--- src/rtl/hs_stage_pkg.sv ---
package hs_stage_pkg;
   typedef enum logic [1:0] {
      ST_IDLE = 2'd0,
      ST_WAIT = 2'd1,
      ST_HELD = 2'd2
   } in_state_t;
endpackage

--- src/rtl/hs_delay_timer.sv ---
module hs_delay_timer #(
   parameter int DELAY = 4
) (
   input  logic clk,
   input  logic rst_n,
   input  logic start,
   output logic busy,
   output logic expire
);
   localparam int CW = (DELAY < 2) ? 1 : $clog2(DELAY + 1);

   generate
      if (DELAY == 1) begin : g_single
         logic flag_q;
         always_ff @(posedge clk) begin
            if (!rst_n)      flag_q <= 1'b0;
            else if (start)  flag_q <= 1'b1;
            else             flag_q <= 1'b0;
         end
         assign busy   = flag_q;
         assign expire = flag_q;
      end else begin : g_count
         logic [CW-1:0] cnt_q;
         always_ff @(posedge clk) begin
            if (!rst_n)          cnt_q <= '0;
            else if (start)      cnt_q <= CW'(DELAY);
            else if (cnt_q != 0) cnt_q <= cnt_q - 1'b1;
         end
         assign busy   = (cnt_q != 0);
         assign expire = (cnt_q == CW'(1));
      end
   endgenerate

   // the count never stalls before it runs out
   a_r2_timer_runs: assert property (@(posedge clk) disable iff (!rst_n)
      (busy && !expire) |=> busy);
   // the count is idle right after it expires
   a_r2_timer_ends: assert property (@(posedge clk) disable iff (!rst_n)
      (expire && !start) |=> !busy);
endmodule

--- src/rtl/hs_in_ctrl.sv ---
module hs_in_ctrl
   import hs_stage_pkg::*;
(
   input  logic clk,
   input  logic rst_n,
   input  logic up_req,
   input  logic out_free,
   input  logic expire,
   output logic start,
   output logic capture,
   output logic up_ack
);
   in_state_t state_q, state_d;

   always_comb begin
      state_d = state_q;
      start   = 1'b0;
      capture = 1'b0;
      unique case (state_q)
         ST_IDLE: if (up_req && out_free) begin
            start   = 1'b1;
            state_d = ST_WAIT;
         end
         ST_WAIT: if (expire) begin
            capture = 1'b1;
            state_d = ST_HELD;
         end
         ST_HELD: if (!up_req) state_d = ST_IDLE;
         default: state_d = ST_IDLE;
      endcase
   end

   always_ff @(posedge clk) begin
      if (!rst_n) state_q <= ST_IDLE;
      else        state_q <= state_d;
   end

   assign up_ack = (state_q == ST_HELD);

   // the acknowledge holds while the request is still high
   a_r4_ack_holds: assert property (@(posedge clk) disable iff (!rst_n)
      (up_ack && up_req) |=> up_ack);
   // the acknowledge returns to zero after the request does
   a_r4_ack_drops: assert property (@(posedge clk) disable iff (!rst_n)
      (up_ack && !up_req) |=> !up_ack);
   // no acceptance while the output side is busy
   a_r6_hold_off: assert property (@(posedge clk) disable iff (!rst_n)
      (state_q == ST_IDLE && !out_free) |=> (state_q == ST_IDLE));
endmodule

--- src/rtl/hs_out_port.sv ---
module hs_out_port #(
   parameter int WIDTH = 16
) (
   input  logic             clk,
   input  logic             rst_n,
   input  logic             capture,
   input  logic [WIDTH-1:0] up_data,
   input  logic             dn_ack,
   output logic             dn_req,
   output logic [WIDTH-1:0] dn_data,
   output logic             out_free
);
   logic             req_q;
   logic [WIDTH-1:0] data_q;

   always_ff @(posedge clk) begin
      if (!rst_n)       req_q <= 1'b0;
      else if (capture) req_q <= 1'b1;
      else if (dn_ack)  req_q <= 1'b0;
   end

   always_ff @(posedge clk) begin
      if (!rst_n)       data_q <= '0;
      else if (capture) data_q <= up_data;
   end

   assign dn_req   = req_q;
   assign dn_data  = data_q;
   assign out_free = !req_q && !dn_ack;

   // the output request waits for the downstream acknowledge
   a_r5_req_holds: assert property (@(posedge clk) disable iff (!rst_n)
      (dn_req && !dn_ack && !capture) |=> dn_req);
   // a capture never overwrites a word still on offer
   a_r6_no_overwrite: assert property (@(posedge clk) disable iff (!rst_n)
      capture |-> !dn_req);
   // the word moves only together with a new request
   a_r7_data_still: assert property (@(posedge clk) disable iff (!rst_n)
      !$rose(dn_req) |-> $stable(dn_data));
endmodule

--- src/rtl/hs_delay_stage.sv ---
module hs_delay_stage #(
   parameter int WIDTH = 16,
   parameter int DELAY = 4
) (
   input  logic             clk,
   input  logic             rst_n,
   input  logic             up_req,
   output logic             up_ack,
   input  logic [WIDTH-1:0] up_data,
   output logic             dn_req,
   input  logic             dn_ack,
   output logic [WIDTH-1:0] dn_data
);
   // parameter legality
   generate
      if (DELAY < 1) begin : g_bad_delay
         $error("hs_delay_stage: DELAY must be at least 1");
      end
      if (WIDTH < 1) begin : g_bad_width
         $error("hs_delay_stage: WIDTH must be at least 1");
      end
   endgenerate

   logic start, capture, expire, busy, out_free;

   hs_delay_timer #(.DELAY(DELAY)) timer_i (
      .clk(clk), .rst_n(rst_n), .start(start), .busy(busy), .expire(expire)
   );

   hs_in_ctrl ctrl_i (
      .clk(clk), .rst_n(rst_n), .up_req(up_req), .out_free(out_free),
      .expire(expire), .start(start), .capture(capture), .up_ack(up_ack)
   );

   hs_out_port #(.WIDTH(WIDTH)) port_i (
      .clk(clk), .rst_n(rst_n), .capture(capture), .up_data(up_data),
      .dn_ack(dn_ack), .dn_req(dn_req), .dn_data(dn_data), .out_free(out_free)
   );

   // both sides are told on the same edge
   a_r3_both_sides: assert property (@(posedge clk) disable iff (!rst_n)
      $rose(up_ack) |-> $rose(dn_req));
   // the timer runs only while an acknowledge is pending
   a_r2_no_early_ack: assert property (@(posedge clk) disable iff (!rst_n)
      busy |-> !up_ack);
endmodule

--- config.mk ---
export PLATFORM = sky130hd
export DESIGN_NAME = hs_delay_stage
export DESIGN_NICKNAME = d
export VERILOG_FILES = /design/src/rtl/hs_stage_pkg.sv /design/src/rtl/hs_delay_timer.sv /design/src/rtl/hs_in_ctrl.sv /design/src/rtl/hs_out_port.sv /design/src/rtl/hs_delay_stage.sv
export SDC_FILE = /design/constraint.sdc
export NUM_CORES = 1
export LEC_CHECK = 0
export BUFFER_PORTS_ARGS = -buffer_cell sky130_fd_sc_hd__buf_2
export CORE_ASPECT_RATIO = 1.5
export CORE_MARGIN = 10
export CORE_UTILIZATION = 45
export CTS_BUF_LIST = sky130_fd_sc_hd__clkbuf_16
export DETAILED_ROUTE_END_ITERATION = 16
export HOLD_SLACK_MARGIN = 0.08
export PLACE_DENSITY = 0.75
export SKIP_CTS_REPAIR_TIMING = 1
export SYNTH_ARGS = -nofsm -noshare
export SYNTH_HDL_FRONTEND = slang
export SYNTH_HIERARCHICAL = 1
export SYNTH_SLANG_ARGS = --single-unit
--- constraint.sdc ---
create_clock -name clk -period 3.35 [get_ports clk]
set_clock_uncertainty 0.2 [all_clocks]
set_input_delay 0.67 -clock clk [delete_from_list [all_inputs] [get_ports clk]]
set_output_delay 0.67 -clock clk [all_outputs]
set_load 0.01 [all_outputs]
### Yosys cells after proc, flatten, opt, wreduce, memory -nomap -nowiden

Index checks and enable logic that the tools add are counted.

* add/sub/neg operators: 1
* eq/ne operators: 6
* muxes and demuxes: 12
* bitwise operators: 1
* reduce and logical (&&, ||, !) cells: 10

Operators with widths (count)
* $mux W1: 6
* $mux W2: 3
* $mux W3: 2
* $pmux W2 S3: 1
* $ne A2 B1 Y1 const B: 2
* $reduce_bool A2 Y1: 2
* $eq A3 B1 Y1 const B: 1
* $reduce_and A3 Y1: 1
* $reduce_bool A3 Y1: 1
* $sub A3 B1 Y3 const B: 1
* $eq A2 B1 Y1 const B: 1
* $eq A2 B2 Y1 const B: 1
* $logic_and A1 B1 Y1: 2
* $logic_not A1 Y1: 2
* $logic_not A2 Y1: 1
* $ne A2 B2 Y1 const B: 1
* $reduce_or A2 Y1: 1
* $not A1 Y1: 1

* register bits after elaboration: 22
* bits of input ports: 20
* output and inout bits: 18
* logic and storage cells: 35

### Logic depth before layout (Yosys ltp)

Gate-level depths: netlist of run 1.

* word-level depth: 6
* gate-level depth with buffers: 9
* mapped depth without buffers: 7

### By module

Netlist of run 1, hierarchy kept.

Modules (own cells, without submodules)
* hs_out_port: instances 1, cells an instance 55, area each 653.1 um^2, seq. area each 340.3 um^2
* hs_delay_timer: instances 1, cells an instance 19, area each 185.2 um^2, seq. area each 60.1 um^2
* hs_in_ctrl: instances 1, cells an instance 13, area each 108.9 um^2, seq. area each 40.0 um^2

### Worst setup path before layout of run 1

Ideal clock, no wire load.

* kind: reg2reg
* from: register timer_i.g_count.cnt_q[1]
* to: register port_i.data_q[10] (netlist: port_i/dn_data[10])
* library setup time: 116 ps
* arrival time: 1291 ps
* data required time: 3034 ps
* slack: 1743 ps
* stages on the path, launching flop included: 10
* path buffers: 2
* clock period less this slack: 1607 ps
* cell sequence: dfxtp_1 > inv_1 > ha_1 > and2b_1 > nand3b_1 > inv_1 > buf_6 > buf_12 > mux2i_1 > nor2b_1

* word-level cells in the longest chain between the ends: 3

Ends and longest elaborated chain
* start: declaration: line hs_delay_timer.sv:23 `logic [CW-1:0] cnt_q;`
* start signal: assignment: line hs_delay_timer.sv:26 `else if (start) cnt_q <= CW'(DELAY);`
* start signal: assignment: line hs_delay_timer.sv:27 `else if (cnt_q != 0) cnt_q <= cnt_q - 1'b1;`
* $eq A3 B1 Y1: line hs_delay_timer.sv:30 `assign expire = (cnt_q == CW'(1));`
* net expire: line hs_delay_stage.sv:24 `logic start, capture, expire, busy, out_free;`
* $mux W1: line hs_in_ctrl.sv:24 `ST_WAIT: if (expire) begin`
* $mux W1: line hs_in_ctrl.sv:19 `unique case (state_q)`
* net capture: line hs_delay_stage.sv:24
* end signal: assignment: line hs_out_port.sv:24 `else if (capture) data_q <= up_data;`
* end: declaration: line hs_out_port.sv:14 `logic [WIDTH-1:0] data_q;`

The timed path passes the listed nets, and every way through them passes these cells.
A chain may end at the register's enable or synchronous reset.

### Final worst setup path of run 1

* from: register timer_i.g_count.cnt_q[1]
* to: register port_i.data_q[9] (netlist: port_i/dn_data[9])

The elaborated chain is that of the path after synthesis.

==> impl_metrics.tcl, run 1 <==
set metrics [dict create \
    outcome "completed" \
    antenna_found_initial 0 \
    leakagePower_nw 0.544 \
    ant_nets 0 \
    finalHoldViolCount 0 \
    port_buffers 37 \
    io_pins 38 \
    crit_arrival_ns 2.00 \
    yosysSeqAreaShare_pct 46.5 \
    cp_max_fo 17 \
    cts_buffers 3 \
    die_area_um2 4380 \
    ir_drop_mv 0.462 \
    syn_nets 110 \
    rsz0062_at_grt "no" \
    startpoint "timer_i/g_count.cnt_q[1]" \
    endpoint "port_i/dn_data[9]" \
    final_cells 147 \
    synthTopCellsByArea "dfxtp_1 46%, mux2i_1 17%, nor2b_1 11%" \
    viasPerCell 4.87 \
    slew_viol_final 0 \
    dpl-instance-area_um2 1120 \
    drc 0 \
    drt_iter0_drc 17 \
    yosys_warnings 6 \
    relSlewSlack_pct 45.2 \
    critical_path_class "flip-flop to flip-flop" \
    die_width_um 57.5 \
    cts_root_buffer "clkbuf_16" \
    final_cell_mix "37 x buf_2, 22 x dfxtp_1, 17 x nor2b_1" \
    cp_data_required_time_ns 3.29 \
    routed_wl_mm 2.06 \
    worst_slew_pin_slew_ns 0.821 \
    max-cap-violations 0 \
    min_period_ns 2.06 \
    stdcell_area_um2 1230 \
    synthDistinctLibCells 23 \
    vias 716 \
    gr-total-overflow 0 \
    antenna_cells 0 \
    cp-end-kind "flip-flop" \
    p_per_area_nw_per_um2 654 \
    syn-instance-count 87 \
    timing.rr.end "port_i/dn_data[9]" \
    dp.cells 143 \
    clk_pin_slew_ns 0.06 \
    setup.worst_path.start_class "flip-flop" \
    rr_startpoint "timer_i/g_count.cnt_q[1]" \
    gr-usage-all-layers_pct 9.12 \
    area_growth_pct 29.9 \
    finalSetupViolCount 0 \
    rows 20 \
    grt_pass1_vias 773 \
    final_common_cell "buf_2" \
    grt_pass1_wl_mm 3.32 \
    cts_tree "yes" \
    htreeDepth 1 \
    fin_tns_setup_ns 0 \
    dpl_worst_slack_ns 1.27 \
    hold_class "flip-flop to flip-flop" \
    max-clock-path-buffers 2 \
    drive_gt1_share_pct 36.0 \
    synth_largest_area_cell "dfxtp_1" \
    synth_area_per_cell_um2 10.9 \
    die_h_um 76.2 \
    nets 149 \
    netlist_area_um2 947 \
    hpwl_mm 1.57 \
    grt_max_degree 21 \
    drt_first_pass_iters 4 \
    period_share_pct 61.6 \
    start_util_pct 46.7 \
    clock_sink_count 22 \
    max_freq_mhz 485 \
    routabilityCongestion 0.675 \
    rrSetupSlack_ns 1.29 \
    synth_top_area_share_pct 46.5 \
    core_um2 2030 \
    r2r_cells 7 \
    layout_setup_ws_ns 1.29 \
    clk_latency_ns 0.25 \
    wl_per_cell_um 14.0 \
    ys_ff_latch 22 \
]
synth_stat cells, drive strengths merged:
library cell and instances:
mux2i 16, clkbuf 1, or3 1, ha 3, and2b 2, nand2b 3, nor2b 17, nand2 1
nor2 2, a2111oi 1, nand3b 3, a21oi 3, a21boi 1, xnor2 1, nor3 2, dfxtp 22
buf 2, inv 5, o21a 1
kinds of logic after synthesis:
logic type               count (synthesis)  synth area share (%)
AND/OR/NAND/NOR                         31                  21.3
flip-flops                              22                  46.5
multiplexers                            16                  16.9
buffers and inverters                    8                  5.68
AO/OA/AOI/OAI                            6                  4.76
adder cells (fa/ha/maj)                  3                  3.96
XOR/XNOR                                 1                 0.925
cell type report:
| class | count | area [um^2] |
|---|---|---|
| well taps | 22 | 27.5 |
| repair buffers | 37 | 185 |
| flip-flops and latches | 22 | 440 |
| clock buffers | 3 | 75.1 |
| fillers | 187 | 797 |
| clock inverters | 1 | 30.0 |
| multi-input cells | 57 | 453 |
| inverters | 5 | 18.8 |
through the flow:
| step | util (%) | hold WS [ns] | total power, mW |
|---|---|---|---|
| final | 60.7 | 0.312 | 0.805 |
| after detailed placement | 55.5 | 0.303 | 0.483 |
| after global routing | 60.7 | 0.341 | 0.842 |
| after floorplan | - | 0.278 | 0.444 |
| after CTS | 60.7 | 0.319 | 0.812 |
| after global placement | 55.5 | 0.291 | 0.474 |
flip-flops by register name, indices dropped and copies added (netlist names):
name                   flops
port_i/dn_data            16
timer_i/g_count.cnt_q      3
ctrl_i/state_q             2
port_i/dn_req              1
worst min-delay path by stage:
stage / from / cells after the start / end / slack (ns)
CTS: port_i/dn_data[6] / 2 / port_i/dn_data[6] / 0.32
global placement: port_i/dn_data[6] / 2 / port_i/dn_data[6] / 0.29
floorplan: ctrl_i/state_q[0] / 2 / ctrl_i/state_q[0] / 0.28
finish: port_i/dn_data[4] / 2 / port_i/dn_data[4] / 0.31
global route: port_i/dn_data[6] / 2 / port_i/dn_data[6] / 0.34
detailed placement: port_i/dn_data[5] / 2 / port_i/dn_data[5] / 0.30
critical path, cell delays in order, from the launching register on:
cell	delay [ns]
dfxtp_1	0.32
inv_1	0.10
ha_1	0.14
and2b_1	0.13
nand3b_1	0.10
inv_1	0.62
mux2i_1	0.28
nor2b_1	0.06
routing by layer:
metal | up-vias | share of wire (%) | global-route usage, % | wire length [um]
li1 | 361 | - | - | -
met1 | 330 | 39 | 9.03 | 798
met2 | 23 | 51 | 15.2 | 1060
met3 | 2 | 9.1 | 4.33 | 187
met4 | 0 | 0.83 | 4.48 | 17
met5 | - | 0 | 0 | 0
power breakdown:
part           switching (mW)  leakage, nW  internal, mW
clock                  0.0898       0.0511         0.237
combinational          0.0851        0.315        0.0866
sequential             0.0188        0.178         0.288
No activity file was read; power rests on OpenSTA's default activity.
==> inputs of run 2 (changes only) <==
Settings changed: CORE_UTILIZATION 45 to 42, PLACE_DENSITY 0.75 to 0.74.
Clock period 3.35 ns to 1.73 ns, I/O delays scaled along.
==> run 2 against run 1 <==
Effect of this change:
- clock power grew 46%
- sequential cell count unchanged
- sequential share of layout area fell by 0.51 points
- critical path depth grew 1
- setup slack worse by 1.2 ns
- register-to-register slack worse by 1.2 ns
- die area up 4.9%
- cell count up 3.4%
- first-iteration DRC count shrank 35%
- wire length decreased by 5.8%
- fmax grew 29%
- critical endpoint is now port_i/dn_data[0]
==> impl_metrics.tcl, run 2 (synthesis gave the netlist of run 1 again) <==
set metrics [dict create \
    outcome "completed" \
    grt_max_degree 21 \
    max_freq_mhz 625 \
    drt_first_pass_iters 4 \
    clk_pin_slew_ns 0.06 \
    critical_path.top_delay_family "flip-flops" \
    crit_path_frequent_cell "inv_2" \
    clock_sink_count 22 \
    finalSetupViolCount 0 \
    rows 21 \
    max-clock-path-buffers 2 \
    slew_viol_final 0 \
    largest_reg_flops 16 \
    cts_root_buffer "clkbuf_16" \
    ant_nets 0 \
    crit_arrival_ns 1.55 \
    cp_data_required_time_ns 1.68 \
    gr-usage-all-layers_pct 8.41 \
    dpl-instance-area_um2 1140 \
    power_mw 1.41 \
    final_cell_mix "37 x buf_2, 21 x dfxtp_1, 17 x nor2b_1" \
    routabilityCongestion 0.743 \
    htreeDepth 1 \
    vias 727 \
    path_buf_inv 3 \
    leakagePower_nw 0.553 \
    antenna_found_initial 0 \
    stdcell_area_um2 1250 \
    gr-total-overflow 0 \
    cts_buffers 3 \
    setup.worst_path.start_class "flip-flop" \
    layout_setup_ws_ns 0.129 \
    core_um2 2210 \
    met2WireLength_um 889 \
    met3_length_um 217 \
    slowest_delay_ns 0.35 \
    drive_gt1_share_pct 40.3 \
    clk_latency_ns 0.25 \
    min_period_ns 1.60 \
    hold_class "input pin to flip-flop" \
    area_growth_pct 32.1 \
    worst_path_max_delay_cell "dfxtp_1" \
    nets 153 \
    hpwl_mm 1.52 \
    port_buffers 37 \
    ir_drop_mv 0.663 \
    dpl_worst_slack_ns 0.0789 \
    cts_tree "yes" \
    path_cells "inv_2, ha_1, and2b_1, nand3b_1, inv_2, buf_8, mux2i_2, nor2b_1" \
    wl_per_cell_um 12.8 \
    start_util_pct 42.9 \
    rsz0062_at_grt "no" \
    final_common_cell "buf_2" \
    period_share_pct 92.6 \
    viasPerCell 4.78 \
    cp_max_fo 7 \
    wl_met1_um 780 \
    max-cap-violations 0 \
    grt_pass1_wl_mm 3.07 \
    antenna_cells 0 \
    worst_slew_pin_slew_ns 0.412 \
    drt_iter0_drc 11 \
    critical_path_class "flip-flop to flip-flop" \
    routed_wl_mm 1.94 \
    p_per_area_nw_per_um2 1130 \
    die_area_um2 4590 \
    highest_layer "met4" \
    finalHoldViolCount 0 \
    grt_pass1_vias 709 \
    io_pins 38 \
    fin_tns_setup_ns 0 \
    relSlewSlack_pct 72.4 \
    cp-end-kind "flip-flop" \
    drc 0 \
    die_h_um 78.2 \
    die_width_um 58.8 \
]
==> run 2: metrics by stage <==
step	instances	util, %	hold slack [ns]
detailed placement	146	51.7	0.298
global placement	146	51.7	0.291
global route	152	56.7	0.171
finish	152	56.7	0.145
floorplan	87	-	0.274
CTS	150	55.3	0.145
==> run 2: where the power goes <==
part,internal [mW],switching [mW],total (mW)
clock network,0.308,0.169,0.477
logic,0.180,0.159,0.339
registers,0.559,0.0361,0.595
==> run 2: final timing paths <==
kind                            startpoint                end  slack, ns  depth (start not counted)
setup / recovery  timer_i/g_count.cnt_q[1]  port_i/dn_data[0]       0.13                          8
hold / removal                  up_data[7]  port_i/dn_data[7]       0.15                          3
setup reg to reg  timer_i/g_count.cnt_q[1]  port_i/dn_data[0]       0.13                          8
hold reg to reg          port_i/dn_data[7]  port_i/dn_data[7]       0.31                          2
==> run 2: final cells by class <==
| type | count | area (um^2) |
|---|---|---|
| clock buffers | 3 | 75.1 |
| repair buffers | 41 | 226 |
| inverters | 5 | 18.8 |
| flip-flops and latches | 22 | 442 |
| clock inverters | 1 | 3.75 |
| multi-input cells | 57 | 457 |
| well taps | 23 | 28.8 |
| fillers | 205 | 956 |
==> run 2: per-layer routing <==
layer	vias to the layer above	GRT usage, %
met5	-	0
met3	5	4.03
met4	0	5.53
li1	369	-
met1	325	9.12
met2	28	12.6
==> run 2: worst register-to-register path, stage by stage (launching register included) <==
cell and delay (ns):
dfxtp_1 0.35, inv_2 0.05, ha_1 0.17, and2b_1 0.16, nand3b_1 0.11, inv_2 0.07
buf_8 0.14, mux2i_2 0.18, nor2b_1 0.06
==> inputs of run 3 (changes only) <==
--- a/config.mk
+++ b/config.mk
@@ -7,11 +7,12 @@
 export LEC_CHECK = 0
 export BUFFER_PORTS_ARGS = -buffer_cell sky130_fd_sc_hd__buf_2
+export CAP_MARGIN = 40
 export CORE_ASPECT_RATIO = 1.5
 export CORE_MARGIN = 10
-export CORE_UTILIZATION = 42
+export CORE_UTILIZATION = 45
 export CTS_BUF_LIST = sky130_fd_sc_hd__clkbuf_16
 export DETAILED_ROUTE_END_ITERATION = 16
 export HOLD_SLACK_MARGIN = 0.08
-export PLACE_DENSITY = 0.74
+export PLACE_DENSITY = 0.75
 export SKIP_CTS_REPAIR_TIMING = 1
 export SYNTH_ARGS = -nofsm -noshare
==> constraint.sdc (replaced) <==
create_clock -name clk -period 1.96 [get_ports clk]
set_clock_uncertainty 0.2 [all_clocks]
set_input_delay 0.294 -clock clk [delete_from_list [all_inputs] [get_ports clk]]
set_output_delay 0.294 -clock clk [all_outputs]
set_load 0.01 [all_outputs]
==> run 3 against run 2 <==
Effect of this change:
- clock-buffer cell count did not move
- fmax shrank 3.1%
- sequential power is 12% lower
- largest power group unchanged
- first-iteration DRC count rose by 73%
- total power shrank 12%
- sequential share of layout area is 0.69 points higher
- sequential cell count is the same
- wire length grew 0.21%
- clock power fell by 12%
- hold slack got worse by 0.046 ns
- via count is 2.9% lower
==> impl_metrics.tcl, run 3 (synthesis gave the netlist of run 1 again) <==
set metrics [dict create \
    outcome "completed" \
    clock_sink_count 22 \
    drt_first_pass_iters 2 \
    comb_power_share_pct 23.8 \
    slowest_delay_ns 0.31 \
    drc 0 \
    max-cap-violations 0 \
    largest_reg_flops 16 \
    gr-usage-all-layers_pct 8.99 \
    swShare_pct 26.0 \
    finalHoldViolCount 0 \
    dpl-instance-area_um2 1140 \
    grt_max_degree 21 \
    drt_iter0_drc 19 \
    cts_root_buffer "clkbuf_16" \
    multiInputGateArea_um2 453 \
    power_switching_mw 0.322 \
    die_width_um 57.5 \
    path_cells "inv_1, ha_1, and2b_1, nand3b_1, inv_1, buf_12, mux2i_1, nor2b_1" \
    max_freq_mhz 605 \
    relSlewSlack_pct 72.1 \
    cp_data_required_time_ns 1.90 \
    cp-end-kind "flip-flop" \
    rsz0062_at_grt "no" \
    min_period_ns 1.65 \
    cp_max_fo 17 \
    io_pins 38 \
    die_area_um2 4380 \
    leakagePower_nw 0.540 \
    wl_per_cell_um 13.1 \
    worst_path_max_delay_cell "dfxtp_1" \
    cts_buffers 3 \
    grt_pass1_vias 774 \
    stdcell_area_um2 1220 \
    crit_arrival_ns 1.59 \
    seq_power_share_pct 42.1 \
    period_share_pct 84.3 \
    ant_nets 0 \
    routed_wl_mm 1.95 \
    p_int_mw 0.917 \
    gr-total-overflow 0 \
    fill_cells 182 \
    hpwl_mm 1.48 \
    setup.worst_path.start_class "flip-flop" \
    clockPowerShare_pct 34.1 \
    rows 20 \
    antenna_found_initial 0 \
    core_um2 2030 \
    max-clock-path-buffers 2 \
    finalSetupViolCount 0 \
    hold-worst-slack_ns 0.0995 \
    grt_pass1_wl_mm 3.33 \
    hold_class "input pin to flip-flop" \
    final_cell_mix "37 x buf_2, 22 x dfxtp_1, 17 x nor2b_1" \
    fin_util_pct 60.4 \
    port_buffers 37 \
    seq_area_um2 440 \
    worst_slew_pin_slew_ns 0.415 \
    area_growth_pct 29.2 \
    die_h_um 76.2 \
    path_buf_inv 3 \
    crit_path_frequent_cell "inv_1" \
    antenna_cells 0 \
    clk_pin_slew_ns 0.06 \
    viasPerCell 4.77 \
    fin_tns_setup_ns 0 \
    critical_path.top_delay_family "buffers and inverters" \
    slew_viol_final 0 \
    critical_path_class "flip-flop to flip-flop" \
    drive_gt1_share_pct 35.7 \
    start_util_pct 46.7 \
    nets 150 \
    p_per_area_nw_per_um2 1010 \
    clk_latency_ns 0.25 \
    cts_tree "yes" \
    vias 706 \
    htreeDepth 1 \
    final_common_cell "buf_2" \
    routabilityCongestion 0.699 \
    ir_drop_mv 0.763 \
]
[run 3: worst register-to-register path: cells and delay by family (launching register included)]
family | cells | cell delay (ns)
AND/OR/NAND/NOR | 3 | 0.28
flip-flops | 1 | 0.31
buffers and inverters | 3 | 0.37
adder cells (fa/ha/maj) | 1 | 0.15
multiplexers | 1 | 0.22
[run 3: worst paths after layout]
check	slack [ns]	to	depth (start not counted)	start
max reg2reg	0.31	port_i/dn_data[9]	8	timer_i/g_count.cnt_q[1]
min	0.1	port_i/dn_data[4]	3	up_data[4]
max	0.31	port_i/dn_data[9]	8	timer_i/g_count.cnt_q[1]
min reg2reg	0.31	port_i/dn_data[4]	2	port_i/dn_data[4]
[run 3: stage by stage]
stage	std cells	power [mW]	setup slack [ns]
after floorplan	87	0.759	0.353
after global placement	144	0.815	0.385
after detailed placement	144	0.830	0.308
after CTS	148	1.26	0.301
after global routing	148	1.31	0.190
final	148	1.24	0.308
[run 3: cell type report]
type                    instances  area share (%)
clock buffers                   3            6.13
clock inverters                 1           0.307
flip-flops and latches         22            36.0
inverters                       5            1.53
well taps                      22            2.25
repair buffers                 38            16.8
multi-input cells              57            37.0
[run 3: layer usage]
| layer | wire, um | vias to the layer above | track usage [%] | part of all wire [%] |
|---|---|---|---|---|
| li1 | - | 367 | - | - |
| met3 | 223 | 4 | 5.00 | 11 |
| met2 | 892 | 27 | 14.5 | 46 |
| met1 | 800 | 308 | 8.93 | 41 |
| met5 | 0 | - | 0 | 0 |
| met4 | 27 | 0 | 4.25 | 1.4 |
[run 3: power by group through the flow]
stage | Clock (mW) | Sequential (mW) | Combinational (mW)
final | 0.422 | 0.522 | 0.295
after global placement | 0 | 0.530 | 0.285
after global routing | 0.451 | 0.529 | 0.335
after floorplan | 0 | 0.534 | 0.226
after CTS | 0.434 | 0.522 | 0.300
after detailed placement | 0 | 0.532 | 0.298
